$ cat src/rtl/vic_remap.sv
module vic_remap #(
  parameter int NPRI = 40,
  parameter int NSEC = 32,
  parameter int AW   = 12
) (
  input  logic            clk,
  input  logic            rst_n,
  input  logic [NPRI-1:0] pri_req,
  input  logic [NSEC-1:0] sec_req,
  input  logic [AW-1:0]   bus_addr,
  input  logic            bus_we,
  input  logic [31:0]     bus_wdata,
  output logic [31:0]     bus_rdata,
  output logic            irq_o
);
  localparam int IDW  = $clog2(NPRI + 1);
  localparam int MAPN = 2 ** IDW;
  localparam logic [IDW-1:0] NONE = IDW'(NPRI);
  localparam logic [AW-4:0] G_PST = (AW-3)'(0);
  localparam logic [AW-4:0] G_PCL = (AW-3)'(2);
  localparam logic [AW-4:0] G_EST = (AW-3)'(4);
  localparam logic [AW-4:0] G_ECL = (AW-3)'(6);
  localparam logic [AW-4:0] G_IDX = (AW-3)'(8);
  localparam logic [AW-4:0] G_SST = (AW-3)'(16);
  localparam logic [AW-4:0] G_SCL = (AW-3)'(17);
  localparam logic [AW-4:0] G_SES = (AW-3)'(18);
  localparam logic [AW-4:0] G_SEC = (AW-3)'(19);

  logic [NPRI-1:0] pri_pend, pri_en, pri_req_q;
  logic [NSEC-1:0] sec_pend, sec_en, sec_req_q;
  logic [IDW-1:0]  map_q [NPRI];
  logic [IDW-1:0]  idx;
  logic [NPRI-1:0] chreq;

  wire             aligned = bus_addr[1:0] == 2'b00;
  wire [AW-4:0]    grp     = bus_addr[AW-1:3];
  wire             hi      = bus_addr[2];
  wire             wr      = bus_we && aligned;
  wire [NPRI-1:0]  wbits   = hi ? NPRI'({bus_wdata, 32'h0}) : NPRI'(bus_wdata);
  wire [NSEC-1:0]  wsec    = NSEC'(bus_wdata);
  wire [6:0]       map_idx = bus_addr[8:2];
  wire             map_hit = aligned && bus_addr[AW-1:9] == (AW-9)'(1) && 32'(map_idx) < NPRI;

  wire [NPRI-1:0]  pclr  = (wr && grp == G_PCL) ? wbits : '0;
  wire [NPRI-1:0]  eset  = (wr && grp == G_EST) ? wbits : '0;
  wire [NPRI-1:0]  eclr  = (wr && grp == G_ECL) ? wbits : '0;
  wire [NSEC-1:0]  sclr  = (wr && !hi && grp == G_SCL) ? wsec : '0;
  wire [NSEC-1:0]  seset = (wr && !hi && grp == G_SES) ? wsec : '0;
  wire [NSEC-1:0]  seclr = (wr && !hi && grp == G_SEC) ? wsec : '0;

  wire             sec_any = |(sec_pend & sec_en);
  wire [NPRI-1:0]  pri_rise = pri_req & ~pri_req_q;
  wire [NPRI-1:0]  pri_set  = pri_rise | NPRI'(sec_any);
  wire [NPRI-1:0]  act      = pri_pend & pri_en;
  wire [MAPN-1:0]  act_x    = MAPN'(act);

  always_ff @(posedge clk) begin
    if (!rst_n) begin
      pri_pend  <= '0;
      pri_en    <= '0;
      pri_req_q <= '0;
      sec_pend  <= '0;
      sec_en    <= '0;
      sec_req_q <= '0;
      irq_o     <= 1'b0;
      for (int i = 0; i < NPRI; i++) map_q[i] <= IDW'(i);
    end else begin
      pri_req_q <= pri_req;
      sec_req_q <= sec_req;
      pri_pend  <= (pri_pend & ~pclr) | pri_set;
      pri_en    <= (pri_en | eset) & ~eclr;
      sec_pend  <= (sec_pend & ~sclr) | (sec_req & ~sec_req_q);
      sec_en    <= (sec_en | seset) & ~seclr;
      irq_o     <= idx != NONE;
      if (bus_we && map_hit) map_q[map_idx[IDW-1:0]] <= bus_wdata[IDW-1:0];
    end
  end

  for (genvar n = 0; n < NPRI; n++) begin : g_ch
    assign chreq[n] = act_x[map_q[n]];
  end

  always_comb begin
    idx = NONE;
    for (int n = NPRI - 1; n >= 0; n--)
      if (chreq[n]) idx = IDW'(n);
  end

  wire [63:0] pend64 = 64'(pri_pend);
  wire [63:0] en64   = 64'(pri_en);

  always_comb begin
    bus_rdata = '0;
    if (aligned) begin
      case (grp)
        G_PST, G_PCL: bus_rdata = hi ? pend64[63:32] : pend64[31:0];
        G_EST, G_ECL: bus_rdata = hi ? en64[63:32] : en64[31:0];
        G_IDX:        if (!hi) bus_rdata = 32'(idx);
        G_SST, G_SCL: if (!hi) bus_rdata = 32'(sec_pend);
        G_SES, G_SEC: if (!hi) bus_rdata = 32'(sec_en);
        default:      if (map_hit) bus_rdata = 32'(map_q[map_idx[IDW-1:0]]);
      endcase
    end
  end


  edge_sets_pend_chk: assert property (@(posedge clk) disable iff (!rst_n)
    (|pri_rise) |=> ((pri_pend & $past(pri_rise)) == $past(pri_rise)));


  en_set_chk: assert property (@(posedge clk) disable iff (!rst_n)
    (|eset) |=> ((pri_en & $past(eset)) == $past(eset)));


  cascade_chk: assert property (@(posedge clk) disable iff (!rst_n)
    sec_any |=> pri_pend[0]);


  idx_valid_chk: assert property (@(posedge clk) disable iff (!rst_n)
    (idx != NONE) |-> act_x[map_q[idx]]);


  idx_lowest_chk: assert property (@(posedge clk) disable iff (!rst_n)
    (idx != NONE) |-> ((chreq & ((NPRI'(1) << idx) - NPRI'(1))) == '0));


  irq_rise_chk: assert property (@(posedge clk) disable iff (!rst_n)
    $rose(irq_o) |-> $past(|act));
endmodule

$ cat config.mk
export PLATFORM = sky130hd
export DESIGN_NAME = vic_remap
export DESIGN_NICKNAME = d
export VERILOG_FILES = /design/src/rtl/vic_remap.sv
export SDC_FILE = /design/constraint.sdc
export NUM_CORES = 2
export LEC_CHECK = 0
export ABC_AREA = 1
export ABC_CLOCK_PERIOD_IN_PS = 4200
export CELL_PAD_IN_SITES_DETAIL_PLACEMENT = 0
export CELL_PAD_IN_SITES_GLOBAL_PLACEMENT = 1
export CORE_MARGIN = 10
export CORE_UTILIZATION = 46
export DETAILED_ROUTE_END_ITERATION = 8
export PLACE_DENSITY_LB_ADDON = 0.3
export SYNTH_ARGS = -nofsm -noshare
export SYNTH_HDL_FRONTEND = slang
export SYNTH_SLANG_ARGS = --single-unit
$ cat constraint.sdc
create_clock -name clk -period 4.2 [get_ports clk]
set_input_delay 0.84 -clock clk [delete_from_list [all_inputs] [get_ports clk]]
set_output_delay 0.84 -clock clk [all_outputs]
set_load 0.03 [all_outputs]
==> results.md <==
* Outcome: complete, but fails checks
* Violations in the final reports: setup timing
* Total clock sinks at 601
* Floorplan core area at 0.0854 mm^2
* Total congestion overflow at 0
* Internal power of the cells at 11.4 mW
* CP Max Fanout at 9
* Total number of nets in the final design at 6467
* CP max stage cell: edfxtp_1
* Routed wire length per instance at 27.3 um
* Hold slack final at 0.420 ns
* # Max-Cap Violations at 0
* Biggest cell delay along the critical path at 0.50 ns
* DIE AREA at 0.0984 mm^2
* Internal reg-to-reg setup slack at 0.70 ns
* Leading cell type in the layout, fill and taps excluded: buf_4
* Non-filler cells in the finished layout at 7551
* Deepest level of the CTS H-tree at 3
* Fin crit share at 138%
* Share of cells above drive strength 1 at 20.4%
* Worst slew slack as a fraction of its limit at 17.1%
* Remaining number of nets flagged by the antenna check after routing at 0
* Setup Viol. Count Final at 6
* Routability Congestion at 1.10
* Detailed-placement wirelength estimate at 148000 um
* All-Layer GR Usage at 40.1%
* Clock slew at the register clock pins of the worst setup and hold paths at 0.06 ns
* Slew at the pin closest to its max-slew limit at 1.24 ns
* Post-synthesis instance area at 0.0397 mm^2
* Number of cell instances on the worst register-to-register path at 23
* CTS max path bufs at 3
* Setup repair after global routing missed its margin: true
* Min-delay worst type: reg -> reg
* Endpoint arrival time on the critical path at 4.95 ns
* First-pass detailed-route iteration total at 7
* Post-synth EDFFs at 384
* Filler cell count at 7913
* Reg power frac at 43.0%
* Max Slew Vio Count at 0
* Instance count after placement with tap cells included at 7379
* Post-route worst setup slack at -1.59 ns
* Input/output buffers at 151
* Via count of the first global-routing pass at 43.5k
* Yosys synthesis warning count at 0
* Number of buffers created by CTS at 69
* Classification of the worst setup path: reg -> out
* Total Power at 16.0 mW
* Max frequency at 0.173 GHz
* Share of power burned in the clock network at 39.9%
* Net switching share of the total power at 28.6%
* Setup Skew at 0.0235 ns
* Number of top-level pins at 152
* Drt total wl at 206000 um
* Clock latency on the worst-skew pair at 0.65 ns
* Net switching power of the design at 4.57 mW
* CP Capture Type: primary output
* Hold-critical path depth at 1
* Cell count after synthesis at 5481
* FF+latch count, synth at 601
* Final Critical Period at 5.79 ns
* Kind of start point of the critical path: flop
* Clock tree from TritonCTS: done
* Count of endpoints failing hold in the final timing report at 0
* Prevailing post-synth register cell: edfxtp_1
* Row Count at 107
* Total vias in the final route at 47.7k
* Area delta synth->final at 33.4%
* X dimension of the die at 314 um
* Root Buffer Master: clkbuf_16
* Largest net degree at the start of global routing at 75
* Lkg Pwr at 21.6 nW
* Power share of the combinational group at 17.1%
* Async SR Flop Fraction at 0%
* Sequential fraction of the synthesis area at 40.0%
* Global-route wire length before repair at 295000 um
* Syn_area_per_cell at 7.24 um^2
* Critical path required time at 3.36 ns
* Netlist cell types at 63
* Antenna violations before repair at 7
* Cell repeated most along the worst path: nand2_1
* Most frequent cells in the layout: 858 x buf_4, 843 x nand2_1, 804 x o21ai_0, 530 x a21oi_1, 474 x nor2_1
* Chip height at 314 um
* Worst-case vdd ir drop at 0.335 mV
* Power density of the placed cells at 302 mW/mm^2
* Remaining routing DRC violations at 0
* Initial core utilization at 46.4%
* Starting DRT DRC Count at 7437
* DR vias/cell at 6.32
layer usage:
metal | share of wire, % | up-vias | wire, um | global-route usage (%)
li1 | - | 21200 | - | -
met1 | 38 | 22200 | 77700 | 52.7
met2 | 41 | 3537 | 85000 | 58.1
met3 | 14 | 813 | 29300 | 11.4
met4 | 7.0 | 2 | 14500 | 24.2
met5 | 0.0058 | - | 12 | 0
power groups by stage:
stage	clock network [mW]	registers, mW	logic [mW]
after floorplan	0	6.89	1.32
after global placement	0	6.95	2.52
after detailed placement	0	6.96	2.52
after CTS	6.41	6.84	2.59
after global routing	6.64	6.88	2.92
final	6.37	6.86	2.73
cell type report:
type	count	area (um^2)	share of cell area, %
Antenna cell	4	10.0	0.0189
Clock inverter	44	543	1.03
Clock buffer	82	1850	3.49
Timing Repair Buffer	1115	10100	19.1
Multi-Input combinational cell	4063	21100	40.0
Sequential cell	601	15900	30.0
Inverter	496	1940	3.67
Tap cell	1144	1430	2.71
Timing Repair inverter	2	12.5	0.0236
cell usage after synthesis (all sizes together), types with 3 or more instances:
master	n	area share (%)
a2111oi	4	0.088
a221oi	44	0.97
inv	466	4.4
a22o	13	0.29
a21oi	537	6.8
o31ai	33	0.62
nand3	288	3.6
nor3	25	0.32
nand2	902	8.6
clkbuf	354	3.4
nand3b	4	0.076
nand4	31	0.49
o211ai	208	3.9
o21ai	868	11
and2	3	0.047
a22oi	30	0.57
a32oi	5	0.13
o41ai	27	0.60
o21a	12	0.23
a41oi	34	0.75
clkinv	30	0.29
o211a	31	0.78
edfxtp	384	29
and3	7	0.11
a211oi	19	0.36
dfxtp	217	11
o22ai	190	3.0
buf	110	1.5
nor4	12	0.19
a31oi	18	0.32
o221ai	42	0.93
o311ai	15	0.33
o2111ai	10	0.22
nor2	496	4.7
worst paths after layout:
check	startpoint	end
worst max-delay path	map_q[39][0]	bus_rdata[0]
worst min-delay path	sec_req_q[10]	sec_pend[10]
worst max register to register	pri_pend[8]	irq_o
worst min register to register	sec_req_q[10]	sec_pend[10]
logic make-up after synthesis:
family	Yosys count	synth area share, %
compound gates	2150	32.1
other cells	1	0.00946
simple gates	1769	18.2
flops	601	40.0
buf+inv	960	9.63
through the flow:
| stage | setup WS, ns | area (um^2) | util [%] | setup TNS (ns) |
|---|---|---|---|---|
| CTS | -1.36 | 52400 | 61.4 | -4.62 |
| floorplan | 0.0619 | 40200 | - | 0 |
| global route | -1.85 | 52900 | 61.9 | -6.00 |
| detailed placement | -0.843 | 49200 | 57.6 | -26.98 |
| finish | -1.59 | 52900 | 61.9 | -5.24 |
| global placement | -0.972 | 49200 | 57.6 | -33.54 |
flip-flops by register name (all words and copies together), names as in the netlist:
| signal | flops |
|---|---|
| pri_req_q | 40 |
| map_q | 384 |
| irq_o | 1 |
| sec_en | 32 |
| pri_en | 40 |
| sec_pend | 32 |
| pri_pend | 40 |
| sec_req_q | 32 |
repair_timing:
item                                    in CTS  in global routing
resized for setup                          172                 88
pin swaps                                   36                 49
gates cloned                                 3                  3
buffers inserted                            19                 19
hold buffers                                 0                  0
endpoints found under the setup margin       6                 38
worst max-delay path, delay by kind of cell (launching register included):
family / cells / cell delay [ns]
buf+inv: 3 / 0.46
flops: 1 / 0.50
compound gates: 1 / 0.18
simple gates: 46 / 3.15
No activity file was read; power rests on OpenSTA's default activity.
